==> src/rtl/sar_seq.sv <==
module sar_seq #(
  parameter int NBITS = 10
) (
  input  logic             clk,
  input  logic             rst_n,
  input  logic             en,
  input  logic             go_set,
  input  logic             flag_clr,
  input  logic [2:0]       clk_sel,
  input  logic             cmp,
  input  logic             rc_clk,
  input  logic             asleep,
  output logic             busy,
  output logic             sample_on,
  output logic [NBITS-1:0] dac_code,
  output logic [NBITS-1:0] result,
  output logic             flag
);
  localparam int PW = $clog2(NBITS + 2);
  localparam int DW = 6;

  logic          use_rc, rc_edge, tick, halt, start;
  logic [2:0]    rc_sh;
  logic [2:0]    shamt;
  logic [DW:0]   span;
  logic [DW-1:0] lim, div;
  logic [PW-1:0] p;

  assign use_rc  = &clk_sel[1:0];
  assign shamt   = {clk_sel[1:0], 1'b0} + {2'b00, clk_sel[2]} + 3'd1;
  assign span    = (DW+1)'(1) << shamt;
  assign lim     = DW'(span - (DW+1)'(1));
  assign rc_edge = rc_sh[1] & ~rc_sh[2];
  assign tick    = use_rc ? rc_edge : (div >= lim);
  assign halt    = !en || (asleep && !use_rc);
  assign start   = go_set && !halt;

  assign sample_on = ~busy;

  always_ff @(posedge clk) begin
    if (!rst_n) rc_sh <= '0;
    else        rc_sh <= {rc_sh[1:0], rc_clk};
  end

  always_ff @(posedge clk) begin
    if (!rst_n) begin
      busy     <= 1'b0;
      flag     <= 1'b0;
      p        <= '0;
      div      <= '0;
      dac_code <= '0;
      result   <= '0;
    end else begin
      if (flag_clr) flag <= 1'b0;
      if (!busy) begin
        busy     <= start;
        p        <= '0;
        div      <= '0;
        dac_code <= '0;
      end else if (halt) begin
        busy <= 1'b0;
        p    <= '0;
      end else if (p == PW'(NBITS + 1)) begin
        busy   <= 1'b0;
        result <= dac_code;
        flag   <= 1'b1;
        p      <= '0;
      end else begin
        div <= tick ? '0 : div + 1'b1;
        if (tick) begin
          p <= p + 1'b1;
          for (int i = 0; i < NBITS; i++) begin
            if (p == PW'(NBITS - i))     dac_code[i] <= cmp;
            if (p == PW'(NBITS - 1 - i)) dac_code[i] <= 1'b1;
          end
        end
      end
    end
  end
endmodule

==> config.mk <==
export PLATFORM = sky130hd
export DESIGN_NAME = sar_seq
export DESIGN_NICKNAME = d
export VERILOG_FILES = /design/src/rtl/sar_seq.sv
export SDC_FILE = /design/constraint.sdc
export NUM_CORES = 1
export LEC_CHECK = 0
export ABC_AREA = 1
export BUFFER_PORTS_ARGS = -buffer_cell sky130_fd_sc_hd__buf_2
export CAP_MARGIN = 20
export CORE_MARGIN = 2
export CORE_UTILIZATION = 37
export CTS_BUF_LIST = sky130_fd_sc_hd__clkbuf_16
export DETAILED_ROUTE_END_ITERATION = 8
export PLACE_DENSITY = 0.62
export SETUP_SLACK_MARGIN = 0.5
export SKIP_CTS_REPAIR_TIMING = 1
export SYNTH_ARGS = -nofsm -noshare
export SYNTH_HDL_FRONTEND = slang
export SYNTH_SLANG_ARGS = --single-unit
==> constraint.sdc <==
create_clock -name clk -period 2.02 [get_ports clk]
set_clock_uncertainty 0.15 [all_clocks]
set_input_delay 0.101 -clock clk [delete_from_list [all_inputs] [get_ports clk]]
set_output_delay 0.101 -clock clk [all_outputs]
set_load 0.005 [all_outputs]
# After elaboration in Yosys (flattened, before gate mapping)

Index checks and enable logic that the tools add are counted.

Input bits: 11
Word-level logic and storage cells: 101
Memories kept: 0
Output and inout port bits: 23
Bits in registers: 35
Bits in writable memories: 0
Bits in read-only memories: 0
Latch bits: 0

Divide/modulo/power cells: 0
Bitwise logic cells: 6
Muxes and demuxes: 29
Shifts and indexed selects: 1
Equal/unequal tests: 11
Magnitude comparators: 1
Add/sub/neg operators: 5
$mul: 0
Reductions and logical operators: 32

Operator list:

| operator                                             | number |
|---|---|
| AND reduction 4 bit                                  | 10 |
| 2-to-1 mux 1 bit                                     | 28 |
| nonzero test 2 bit                                   | 10 |
| equality test 4 x 3 -> 1 bit (second input constant) | 4 |
| equality test 4 bit (second input constant)          | 4 |
| equality test 4 x 2 -> 1 bit (second input constant) | 2 |
| adder 6 x 1 -> 6 bit (second input constant)         | 1 |
| greater-or-equal comparator 6 bit                    | 1 |
| 2-to-1 mux 6 bit                                     | 1 |
| AND reduction 2 bit                                  | 3 |
| left shift 1 x 3 -> 6 bit (first input constant)     | 1 |
| subtractor 6 x 1 -> 6 bit (second input constant)    | 1 |
| NOT 1 bit                                            | 5 |
| adder 4 x 1 -> 4 bit (second input constant)         | 1 |
| equality test 4 x 1 -> 1 bit (second input constant) | 1 |
| logical NOT 4 bit                                    | 1 |
| OR reduction 4 bit                                   | 1 |
| adder 3 x 1 -> 3 bit                                 | 1 |
| adder 3 x 1 -> 3 bit (second input constant)         | 1 |
| logical NOT 1 bit                                    | 3 |
| AND reduction 3 bit                                  | 1 |
| logical AND 1 bit                                    | 2 |
| bitwise AND 1 bit                                    | 1 |
| logical OR 1 bit                                     | 1 |

# Logic depth before layout (Yosys ltp)

Gate-level depths: netlist of the first run.

Word-level depth: 7
Gate-level depth with buffers: 15
Gate-level depth less buffers: 15

# Worst setup path after synthesis of the first run

OpenSTA, ideal clock, no wires.

Path type: input-to-reg
From: in clk_sel[2]
To: reg dac_code[1]
Setup slack: 191 ps
Library setup time: 113 ps
Path buffers: 1
Required time: 1,757 ps
Arrival time: 1,566 ps
Stages on the path: 14
Cells stage by stage: nor2_1 -> nand2_1 -> ha_1 -> nand3_1 -> o21ai_0 -> ha_1 -> nand2_1 -> a21oi_1 -> nor2_1 -> nand2_1 -> buf_4 -> nand4_1 -> nor2_1 -> nor2_1

Longest elaborated chain between the ends: 7

RTL lines:

| what                                 | line | RTL |
|---|---|---|
| start, declared                      | 9    | `input logic [2:0] clk_sel,` |
| adder 3 x 1 -> 3 bit (2 in series)   | 30   | `assign shamt = {clk_sel[1:0], 1'b0} + {2'b00, clk_sel[2]} + 3'd1;` |
| left shift 1 x 3 -> 6 bit            | 31   | `assign span = (DW+1)'(1) << shamt;` |
| subtractor 6 x 1 -> 6 bit            | 32   | `assign lim = DW'(span - (DW+1)'(1));` |
| greater-or-equal comparator 6 bit    | 34   | `assign tick = use_rc ? rc_edge : (div >= lim);` |
| 2-to-1 mux 1 bit                     | 34   |  |
| AND reduction 4 bit (no source line) | -    |  |
| end signal, assigned by index        | 73   | `if (p == PW'(NBITS - i)) dac_code[i] <= cmp;` |
| end, declared                        | 15   | `output logic [NBITS-1:0] dac_code,` |

No other way between the ends.
A chain may end at the register's enable or synchronous reset.

# Worst setup path in the final report of the first run

From: in clk_sel[0]
To: reg div[3]

Longest elaborated chain between the ends: 7
Elaborated cells on any way between the ends: 13
Those cells by class: add/sub (3); order compare (1); shift (1); mux (2); bitwise (1); reduce/logical (5)

RTL lines:

| what                               | line | RTL |
|---|---|---|
| adder 3 x 1 -> 3 bit (2 in series) | 30   |  |
| left shift 1 x 3 -> 6 bit          | 31   |  |
| subtractor 6 x 1 -> 6 bit          | 32   |  |
| greater-or-equal comparator 6 bit  | 34   |  |
| 2-to-1 mux 1 bit                   | 34   |  |
| 2-to-1 mux 6 bit                   | 69   | `div <= tick ? '0 : div + 1'b1;` |
| end signal, assigned               | 69   |  |
| end, declared                      | 26   | `logic [DW-1:0] lim, div;` |

Parallel ways exist; a longest one is shown, timed or not.

==> impl_metrics.sql, run 1 <==
INSERT INTO impl_metrics (metric_group, metric, value, unit) VALUES
('placed_design', 'gp_routability_congestion', '0.865', ''),
('logic_synthesis', 'synth_cell_type_count', '25', ''),
('power', 'peak_supply_drop', '0.493', 'mV'),
('logic_synthesis', 'synthCells', '277', ''),
('timing', 'final_hold_viol_count', '0', ''),
('timing', 'holdWs', '0.0385', 'ns'),
('cells_and_area', 'design.final.nets', '351', ''),
('logic_synthesis', 'yosys_register_bits', '35', ''),
('setup_path', 'critical_path_required', '2.03', 'ns'),
('routing', 'viasPerCell', '4.61', ''),
('routing', 'route.detailed.drc', '0', ''),
('timing', 'maximum_clock_frequency', '539', 'MHz'),
('setup_path', 'startpoint_type', 'input pin', ''),
('clock_network', 'cts.root.buffer_cell', 'clkbuf_16', ''),
('timing', 'finalCritPeriodShare', '0.918', ''),
('cells_and_area', 'final_cell_mix', '65 x nand2_1, 34 x inv_1, 30 x dfxtp_1, 30 x buf_2, 29 x nor2_1', ''),
('die', 'die_y', '75.9', 'um'),
('timing', 'postLayoutSetupSlackWorst', '0.165', 'ns'),
('clock_network', 'clkSlewWorstSetupHoldPaths', '0.06', 'ns'),
('clock_network', 'numClockSinks', '35', ''),
('timing', 'relSlewSlack', '0.627', ''),
('run', 'max_cap_viols', '0', ''),
('placed_design', 'place_ws', '-0.113', 'ns'),
('power', 'power.density_cell_area', '611', 'mW/mm^2'),
('timing', 'grt_setup_unrepaired', 'true', ''),
('logic_synthesis', 'synth_area_per_cell', '6.90', 'sq um'),
('die', 'placement_rows', '26', ''),
('routing', 'drt-wirelength-per-cell', '11.6', 'um'),
('global_routing', 'grt_antenna_before_repair', '0', ''),
('die', 'floorplan.initialDensity', '0.379', ''),
('cells_and_area', 'areaGrowthSynthToFinish', '34.3', '%'),
('global_routing', 'globalRoute.totalOverflow', '0', ''),
('logic_synthesis', 'seq_area_frac_synth', '0.366', ''),
('cells_and_area', 'fillers', '486', ''),
('cells_and_area', 'layout-drive-gt1-share', '0.298', ''),
('die', 'floorplan.io_pins', '34', ''),
('routing', 'dr.first_iter.drc_count', '82', ''),
('die', 'floorplan.die_area', '0.00576', 'sq mm'),
('routing', 'routed_wire_length', '4.65', 'mm'),
('die', 'core-area', '0.00504', 'sq mm'),
('placed_design', 'dpl.hpwl', '3.04', 'mm'),
('clock_network', 'cts_buffers', '5', ''),
('logic_synthesis', 'ys_top_cells_by_area', 'dfxtp_1 37%, nand2_1 14%, ha_1 7.9%', ''),
('timing', 'timing_worst_slew_pin_value', '0.559', 'ns'),
('setup_path', 'cp.arrival', '1.87', 'ns'),
('run_status', 'result_of_the_run', 'completed', ''),
('die', 'overall_die_width', '75.9', 'um'),
('power', 'leakagePower', '0.00128', 'uW'),
('cells_and_area', 'final_common_cell', 'nand2_1', ''),
('timing', 'fin_tns_setup', '0', 'ns'),
('global_routing', 'grt_pass1_wl', '6.64', 'mm'),
('setup_path', 'critPathKind', 'input pin to flop', ''),
('timing', 'maxSlewViolCount', '0', ''),
('routing', 'via_count', '1839', ''),
('power', 'p_total', '1570', 'uW'),
('setup_path', 'regToRegSetupSlack', '0.20', 'ns'),
('placed_design', 'placed_cell_areas', '0.00217', 'sq mm'),
('routing', 'drt-pass1-iter-count', '5', ''),
('clock_network', 'clkLatencyLatePin', '0.27', 'ns'),
('cells_and_area', 'fin_area', '0.00257', 'sq mm'),
('logic_synthesis', 'synthesis.area', '0.00191', 'sq mm'),
('setup_path', 'critical_path.max_fanout', '7', ''),
('global_routing', 'via_count_of_the_first_global_routing_pass', '1499', ''),
('logic_synthesis', 'post-synth-top-area-cell', 'dfxtp_1', ''),
('clock_network', 'clock_tree.htree_level_count', '2', ''),
('timing', 'final.min_clock_period', '1.86', 'ns'),
('global_routing', 'grt_start_max_net_pins', '21', ''),
('global_routing', 'globalRouteTotalUtil', '0.152', ''),
('timing', 'setup-violations-final', '0', ''),
('placed_design', 'port-buffer-count', '33', ''),
('clock_network', 'clock_path_buffers', '2', ''),
('hold_path', 'min-delay-path-class', 'input pin to flop', ''),
('setup_path', 'timing.critical_path.to_type', 'flop', ''),
('logic_synthesis', 'syn-num-nets', '300', ''),
('clock_network', 'tritoncts', 'yes', ''),
('logic_synthesis', 'ys_warn_count', '0', ''),
('logic_synthesis', 'synth_largest_type_area_fraction', '0.366', ''),
('cells_and_area', 'diodes', '0', ''),
('routing', 'drtAntennaViolNets', '0', '');
## sequential cells by signal, summed over array words and instances, names as in the netlist
name / cells
p: 4
flag: 1
dac_code: 10
div: 6
result: 10
rc_sh: 3
busy: 1
## worst max-delay path: stages
cell and delay, ns:
buf_8 0.11, nor2_4 0.10, nand2_2 0.07, ha_4 0.17, xor2_2 0.15, ha_1 0.28
nand2_1 0.05, nor2_1 0.12, nand2_1 0.08, nand2_2 0.12, buf_4 0.13, nand2_4 0.08
inv_4 0.10, nand2_4 0.05, nand2_4 0.09, nor2_2 0.05
## Yosys cell counts (all sizes together)
cell type,count
nand3b,2
a21oi,17
nand4,12
nor2,35
dfxtp,35
inv,41
nand3,15
buf,7
ha,12
nor3,2
clkinv,1
xor2,5
o21bai,1
clkbuf,1
o21ai,15
nand2,75
o211ai,1
## metal layers
layer  global-route usage  up-vias  routed length, um
met1                0.210      815               2260
met3               0.0437        2                224
met2                0.224       45               2130
li1                     -      977                  -
met4               0.0526        0                 29
met5                    0        -                  0
## path summary, 6_finish.rpt
path | from | endpoint | cells after the start
worst max-delay path | clk_sel[0] | div[3]$_SDFFE_PN0P_ | 16
worst min-delay path | rst_n | rc_sh[1]$_SDFF_PN0_ | 3
worst min register to register | rc_sh[0]$_SDFF_PN0_ | rc_sh[1]$_SDFF_PN0_ | 2
worst max register to register | div[0]$_SDFFE_PN0P_ | div[3]$_SDFFE_PN0P_ | 14
## cells by family (layout without fill, tap and decap cells)
family	after synthesis	count (layout)	share of synthesized area
adders and majority gates	12	12	0.0785
and+or+nand+nor	141	141	0.329
AOI/OAI and AO/OA	34	34	0.0916
DFF	35	35	0.366
buffers and inverters	50	102	0.112
xor gates and xnor gates	5	5	0.0229
## through the flow
step | cells | util
floorplan | 277 | -
global placement | 378 | 0.430
detailed placement | 378 | 0.430
CTS | 386 | 0.458
global route | 399 | 0.509
finish | 399 | 0.509
## where the power goes
| group | leakage, uW | switching, uW | internal (uW) |
|---|---|---|---|
| registers | 0.000285 | 2.65 | 693 |
| logic | 0.000924 | 84.5 | 65.8 |
| clock network | 0.0000710 | 274 | 449 |
| total | 0.00128 | 361 | 1210 |
## layout make-up
cell class / count / area, sq um / share of cell area
Clock inverter: 3 / 16.3 / 0.00634
Inverter: 42 / 165 / 0.0643
Timing Repair Buffer: 50 / 330 / 0.129
Multi-Input combinational cell: 192 / 1120 / 0.438
Sequential cell: 35 / 709 / 0.276
Clock buffer: 5 / 125 / 0.0487
Tap cell: 70 / 87.6 / 0.0341
Timing Repair inverter: 2 / 10.0 / 0.00390
Power figures use the tool's default switching activity.
==> inputs of run 2 (changes only) <==
--- a/config.mk
+++ b/config.mk
@@ -12,7 +12,7 @@
 export CORE_UTILIZATION = 37
 export CTS_BUF_LIST = sky130_fd_sc_hd__clkbuf_16
 export DETAILED_ROUTE_END_ITERATION = 8
-export PLACE_DENSITY = 0.62
+export PLACE_DENSITY = 0.67
 export SETUP_SLACK_MARGIN = 0.5
 export SKIP_CTS_REPAIR_TIMING = 1
 export SYNTH_ARGS = -nofsm -noshare
==> impl_metrics.sql, run 2 (synthesis results as in run 1) <==
INSERT INTO impl_metrics (metric_group, metric, value, unit) VALUES
('cells_and_area', 'finalNonFillerCells', '395', ''),
('timing', 'fin_tns_setup', '0', 'ns'),
('setup_path', 'critPathLaunch', 'clk_sel[0]', ''),
('setup_path', 'crit_path_frequent_cell', 'nand2_1', ''),
('power', 'power_frac_clock', '0.501', ''),
('die', 'die_y', '75.9', 'um'),
('clock_network', 'clkLatencyLatePin', '0.28', 'ns'),
('cells_and_area', 'areaGrowthSynthToFinish', '32.8', '%'),
('timing', 'timing_worst_slew_pin_value', '0.547', 'ns'),
('timing', 'final_hold_viol_count', '1', ''),
('global_routing', 'grt_start_max_net_pins', '21', ''),
('cells_and_area', 'final_cell_mix', '66 x nand2_1, 34 x inv_1, 32 x buf_2, 30 x dfxtp_1, 29 x nor2_1', ''),
('setup_path', 'timing.critical_path.cells', 'buf_8, nor2_4, nand2_2, ha_4, xor2_1, ha_1, nand2_1, nor2_1, nand2_1, nand2_2, buf_6, nand2_4, inv_4, buf_4, nand2_1, a21oi_2', ''),
('global_routing', 'globalRouteTotalUtil', '0.155', ''),
('setup_path', 'critPathKind', 'input pin to flop', ''),
('run_status', 'violations_in_the_final_reports', 'negative hold slack', ''),
('global_routing', 'grt_antenna_before_repair', '0', ''),
('setup_path', 'timing.critical_path.to_type', 'flop', ''),
('timing', 'maxSlewViolCount', '0', ''),
('power', 'internal_power', '1330', 'uW'),
('routing', 'drt-pass1-iter-count', '4', ''),
('global_routing', 'grt_pass1_wl', '6.76', 'mm'),
('routing', 'drtAntennaViolNets', '0', ''),
('global_routing', 'via_count_of_the_first_global_routing_pass', '1576', ''),
('cells_and_area', 'diodes', '0', ''),
('die', 'placement_rows', '26', ''),
('clock_network', 'clock_path_buffers', '2', ''),
('placed_design', 'dpl.hpwl', '3.09', 'mm'),
('cells_and_area', 'final_common_cell', 'nand2_1', ''),
('cells_and_area', 'largest_registers_ranked_by_flip_flop_count', 'dac_code x10, result x10, div x6', ''),
('timing', 'grt_setup_unrepaired', 'true', ''),
('placed_design', 'place_ws', '-0.118', 'ns'),
('setup_path', 'worst-path-buf-inv', '4', ''),
('power', 'sequentialPowerShare', '0.413', ''),
('setup_path', 'slowest_delay', '0.28', 'ns'),
('clock_network', 'tritoncts', 'yes', ''),
('placed_design', 'placed_cells', '379', ''),
('routing', 'routed_wire_length', '4.60', 'mm'),
('routing', 'route.detailed.drc', '0', ''),
('setup_path', 'critical_path.max_fanout', '6', ''),
('setup_path', 'cp.arrival', '1.91', 'ns'),
('setup_path', 'crit_family', 'simple AND/OR/NAND/NOR gates', ''),
('timing', 'relSlewSlack', '0.635', ''),
('die', 'floorplan.io_pins', '34', ''),
('die', 'floorplan.die_area', '0.00576', 'sq mm'),
('power', 'power.net_switching', '361', 'uW'),
('power', 'comb_power_share', '0.086', ''),
('power', 'leakagePower', '0.00127', 'uW'),
('run', 'max_cap_viols', '0', ''),
('die', 'floorplan.initialDensity', '0.379', ''),
('clock_network', 'clock_tree.htree_level_count', '2', ''),
('hold_path', 'timing.hold.worst.start', 'go_set', ''),
('placed_design', 'placed_cell_areas', '0.00217', 'sq mm'),
('run_status', 'result_of_the_run', 'complete, but fails checks', ''),
('setup_path', 'worst_r2r_startpoint', 'div[3]$_SDFFE_PN0P_', ''),
('setup_path', 'critical_path_required', '2.08', 'ns'),
('global_routing', 'globalRoute.totalOverflow', '0', ''),
('placed_design', 'port-buffer-count', '33', ''),
('clock_network', 'numClockSinks', '35', ''),
('cells_and_area', 'design.final.nets', '348', ''),
('routing', 'dr.first_iter.drc_count', '54', ''),
('timing', 'postLayoutSetupSlackWorst', '0.167', 'ns'),
('cells_and_area', 'layout-drive-gt1-share', '0.295', ''),
('die', 'overall_die_width', '75.9', 'um'),
('die', 'core-area', '0.00504', 'sq mm'),
('routing', 'via_count', '1866', ''),
('power', 'peak_supply_drop', '0.320', 'mV'),
('power', 'p_total', '1690', 'uW'),
('setup_path', 'startpoint_type', 'input pin', ''),
('placed_design', 'gp_routability_congestion', '0.841', ''),
('power', 'swShare', '0.214', ''),
('clock_network', 'clkSlewWorstSetupHoldPaths', '0.05', 'ns'),
('routing', 'drt-wirelength-per-cell', '11.7', 'um'),
('hold_path', 'min-delay-path-class', 'input pin to flop', ''),
('setup_path', 'timing.critical_path.slowest_stage_cell', 'ha_1', ''),
('routing', 'viasPerCell', '4.72', ''),
('timing', 'finalCritPeriodShare', '0.917', ''),
('clock_network', 'cts_buffers', '5', ''),
('timing', 'setup-violations-final', '0', ''),
('timing', 'maximum_clock_frequency', '540', 'MHz'),
('power', 'power.density_cell_area', '665', 'mW/mm^2'),
('timing', 'holdWs', '-0.0312', 'ns'),
('cells_and_area', 'fin_area', '0.00254', 'sq mm'),
('clock_network', 'cts.root.buffer_cell', 'clkbuf_16', ''),
('timing', 'final.min_clock_period', '1.85', 'ns');
run 2: changes by cell type in the layout (fill, tap and decap cells not counted), moves of 2 or more:
cell	previous run	this run
clkinv_2	3	1
buf_2	30	32
buf_4	12	9
nor2_2	2	4
run 2: cell type report:
type | instances | area [sq um]
Inverter | 42 | 165
Timing Repair Buffer | 47 | 297
Fill cell | 501 | 2500
Timing Repair inverter | 1 | 5.00
Sequential cell | 35 | 707
Clock buffer | 5 | 125
Tap cell | 70 | 87.6
Multi-Input combinational cell | 193 | 1120
Clock inverter | 2 | 33.8
run 2: metal layers:
| metal | part of all wire | global-route usage |
|---|---|---|
| met3 | 0.045 | 0.0437 |
| met1 | 0.46 | 0.195 |
| met4 | 0.015 | 0.0546 |
| met5 | 0 | 0 |
| met2 | 0.48 | 0.255 |
run 2: per-stage QoR:
stage,hold slack [ns],util
global route,0.0262,0.503
global placement,0.143,0.431
floorplan,0.0486,-
finish,-0.0312,0.503
detailed placement,0.142,0.431
CTS,-0.143,0.463
run 2: final timing paths:
| path | end | slack, ns | cells after the start |
|---|---|---|---|
| worst max-delay path | p[0]$_SDFFE_PP0N_ | 0.17 | 16 |
| worst min-delay path | busy$_SDFF_PN0_ | -0.03 | 3 |
| worst max register to register | p[0]$_SDFFE_PP0N_ | 0.17 | 11 |
| worst min register to register | rc_sh[1]$_SDFF_PN0_ | 0.26 | 2 |
run 2: power groups by stage:
stage | clock (uW) | sequential, uW | combinational, uW
floorplan | 0 | 711 | 71.8
global placement | 0 | 712 | 107
detailed placement | 0 | 712 | 110
CTS | 862 | 697 | 112
global route | 881 | 697 | 160
finish | 846 | 697 | 144
run 2: tightest hold or removal path, delay by kind of cell:
kind | cells | cell delay (ns)
AOI/OAI and AO/OA | 1 | 0.07
buffers and inverters | 1 | 0.09
and+or+nand+nor | 1 | 0.08
==> inputs of run 3 (changes only) <==
--- a/config.mk
+++ b/config.mk
@@ -13,7 +13,6 @@
 export CTS_BUF_LIST = sky130_fd_sc_hd__clkbuf_16
 export DETAILED_ROUTE_END_ITERATION = 8
 export PLACE_DENSITY = 0.67
-export SETUP_SLACK_MARGIN = 0.5
 export SKIP_CTS_REPAIR_TIMING = 1
 export SYNTH_ARGS = -nofsm -noshare
 export SYNTH_HDL_FRONTEND = slang
==> impl_metrics.sql, run 3 (synthesis results as in run 1) <==
INSERT INTO impl_metrics (metric_group, metric, value, unit) VALUES
('clock_network', 'clkLatencyLatePin', '0.27', 'ns'),
('cells_and_area', 'finalNonFillerCells', '394', ''),
('global_routing', 'grt_start_max_net_pins', '21', ''),
('setup_path', 'timing.critical_path.to_type', 'flop', ''),
('placed_design', 'gp_routability_congestion', '0.867', ''),
('routing', 'via_count', '1765', ''),
('clock_network', 'clkSlewWorstSetupHoldPaths', '0.05', 'ns'),
('setup_path', 'cp.arrival', '1.87', 'ns'),
('setup_path', 'critical_path_required', '2.08', 'ns'),
('global_routing', 'grt_antenna_before_repair', '0', ''),
('cells_and_area', 'ff_latch_area', '701', 'sq um'),
('clock_network', 'clock_path_buffers', '2', ''),
('power', 'power.net_switching', '355', 'uW'),
('placed_design', 'port-buffer-count', '33', ''),
('global_routing', 'globalRoute.totalOverflow', '0', ''),
('timing', 'final_hold_viol_count', '1', ''),
('cells_and_area', 'final_common_cell', 'nand2_1', ''),
('run_status', 'result_of_the_run', 'complete, but fails checks', ''),
('setup_path', 'critPathLaunch', 'p[0]$_SDFFE_PP0N_', ''),
('power', 'sequentialPowerShare', '0.415', ''),
('die', 'floorplan.die_area', '0.00576', 'sq mm'),
('die', 'placement_rows', '26', ''),
('power', 'comb_power_share', '0.071', ''),
('hold_path', 'min-delay-path-class', 'input pin to flop', ''),
('routing', 'drt-wirelength-per-cell', '10.2', 'um'),
('setup_path', 'timing.critical_path.cells', 'ha_1, nand3_2, inv_2, nor2_4, inv_2, nor2_4, nand3_1, nand2_1, nand2_1, nor2_1', ''),
('die', 'floorplan.io_pins', '34', ''),
('routing', 'route.detailed.drc', '0', ''),
('power', 'power.density_cell_area', '700', 'mW/mm^2'),
('global_routing', 'grt_pass1_wl', '6.71', 'mm'),
('routing', 'routed_wire_length', '4.01', 'mm'),
('setup_path', 'slowest_delay', '0.35', 'ns'),
('timing', 'setup-violations-final', '0', ''),
('setup_path', 'worst_r2r_startpoint', 'p[0]$_SDFFE_PP0N_', ''),
('timing', 'timing_worst_slew_pin_value', '0.374', 'ns'),
('routing', 'drt-pass1-iter-count', '4', ''),
('setup_path', 'crit_family', 'simple AND/OR/NAND/NOR gates', ''),
('cells_and_area', 'areaGrowthSynthToFinish', '25.7', '%'),
('clock_network', 'clock_tree.htree_level_count', '2', ''),
('placed_design', 'placed_cells', '383', ''),
('timing', 'grt_setup_unrepaired', 'false', ''),
('cells_and_area', 'layout-drive-gt1-share', '0.225', ''),
('cells_and_area', 'largest_registers_ranked_by_flip_flop_count', 'dac_code x10, result x10, div x6', ''),
('global_routing', 'via_count_of_the_first_global_routing_pass', '1546', ''),
('cells_and_area', 'diodes', '0', ''),
('hold_path', 'timing.hold.worst.start', 'go_set', ''),
('setup_path', 'startpoint_type', 'flop', ''),
('clock_network', 'cts.root.buffer_cell', 'clkbuf_16', ''),
('clock_network', 'tritoncts', 'yes', ''),
('cells_and_area', 'fillers', '503', ''),
('die', 'floorplan.initialDensity', '0.379', ''),
('cells_and_area', 'final_util', '0.476', ''),
('setup_path', 'critPathKind', 'flop to flop', ''),
('timing', 'final.min_clock_period', '1.80', 'ns'),
('routing', 'dr.first_iter.drc_count', '83', ''),
('run', 'max_cap_viols', '0', ''),
('timing', 'maximum_clock_frequency', '555', 'MHz'),
('timing', 'maxSlewViolCount', '0', ''),
('global_routing', 'globalRouteTotalUtil', '0.150', ''),
('power', 'power_frac_clock', '0.514', ''),
('power', 'internal_power', '1330', 'uW'),
('power', 'leakagePower', '0.00123', 'uW'),
('placed_design', 'dpl.hpwl', '3.01', 'mm'),
('setup_path', 'timing.critical_path.slowest_stage_cell', 'dfxtp_1', ''),
('timing', 'relSlewSlack', '0.750', ''),
('die', 'core-area', '0.00504', 'sq mm'),
('clock_network', 'numClockSinks', '35', ''),
('cells_and_area', 'multi_input_comb_area', '0.00101', 'sq mm'),
('die', 'overall_die_width', '75.9', 'um'),
('cells_and_area', 'final_cell_mix', '69 x nand2_1, 35 x inv_1, 35 x dfxtp_1, 33 x buf_2, 31 x nor2_1', ''),
('power', 'peak_supply_drop', '0.382', 'mV'),
('routing', 'drtAntennaViolNets', '0', ''),
('cells_and_area', 'design.final.nets', '346', ''),
('routing', 'viasPerCell', '4.48', ''),
('power', 'swShare', '0.211', ''),
('setup_path', 'critical_path.max_fanout', '12', ''),
('clock_network', 'cts_buffers', '5', ''),
('timing', 'finalCritPeriodShare', '0.893', ''),
('run_status', 'violations_in_the_final_reports', 'negative hold slack', ''),
('die', 'die_y', '75.9', 'um'),
('setup_path', 'worst-path-buf-inv', '2', ''),
('timing', 'holdWs', '-0.0295', 'ns');
## run 3: cell types whose count changed in the layout (fill, tap and decap cells not counted), sizes merged
cell and delta:
nor2 -1
## run 3: cell type report
type | count | share of cell area
Clock buffer | 5 | 0.0521
Clock inverter | 3 | 0.0182
Inverter | 42 | 0.0656
Multi-Input combinational cell | 192 | 0.420
Sequential cell | 35 | 0.292
Tap cell | 70 | 0.0365
Timing Repair Buffer | 47 | 0.116
## run 3: worst paths after layout
path,depth (start not counted),end,slack [ns]
min,3,busy$_SDFF_PN0_,-0.03
max,10,div[4]$_SDFFE_PN0P_,0.22
max reg2reg,10,div[4]$_SDFFE_PN0P_,0.22
min reg2reg,2,rc_sh[1]$_SDFF_PN0_,0.27
## run 3: worst reg2reg max path, stage by stage (launching register included)
cell and delay, ns:
dfxtp_1 0.35, ha_1 0.27, nand3_2 0.10, inv_2 0.05
nor2_4 0.29, inv_2 0.13, nor2_4 0.13, nand3_1 0.08
nand2_1 0.06, nand2_1 0.05, nor2_1 0.08
## run 3: through the flow
stage                     TNS [ns]  area (sq um)  power, uW  setup slack [ns]  hold WS [ns]
final                            0          2400       1680             0.217       -0.0295
after global routing             0          2400       1740            0.0193       0.00205
after CTS                        0          2360       1700             0.144        -0.140
after detailed placement     -1.76          2190        824            -0.136         0.140
after global placement       -1.08          2190        822           -0.0966         0.145
after floorplan                  0          1910        780             0.191        0.0486
## run 3: power by group through the flow
stage / logic [uW] / registers [uW] / clock network [uW]
floorplan: 68.8 / 711 / 0
global placement: 110 / 712 / 0
detailed placement: 112 / 712 / 0
CTS: 114 / 697 / 885
global route: 137 / 697 / 911
finish: 119 / 697 / 864
## run 3: per-layer routing
metal | GRT usage | routed length, um
met5 | 0 | 0
met3 | 0.0198 | 159
met2 | 0.236 | 1780
met1 | 0.214 | 2040
met4 | 0.0468 | 27
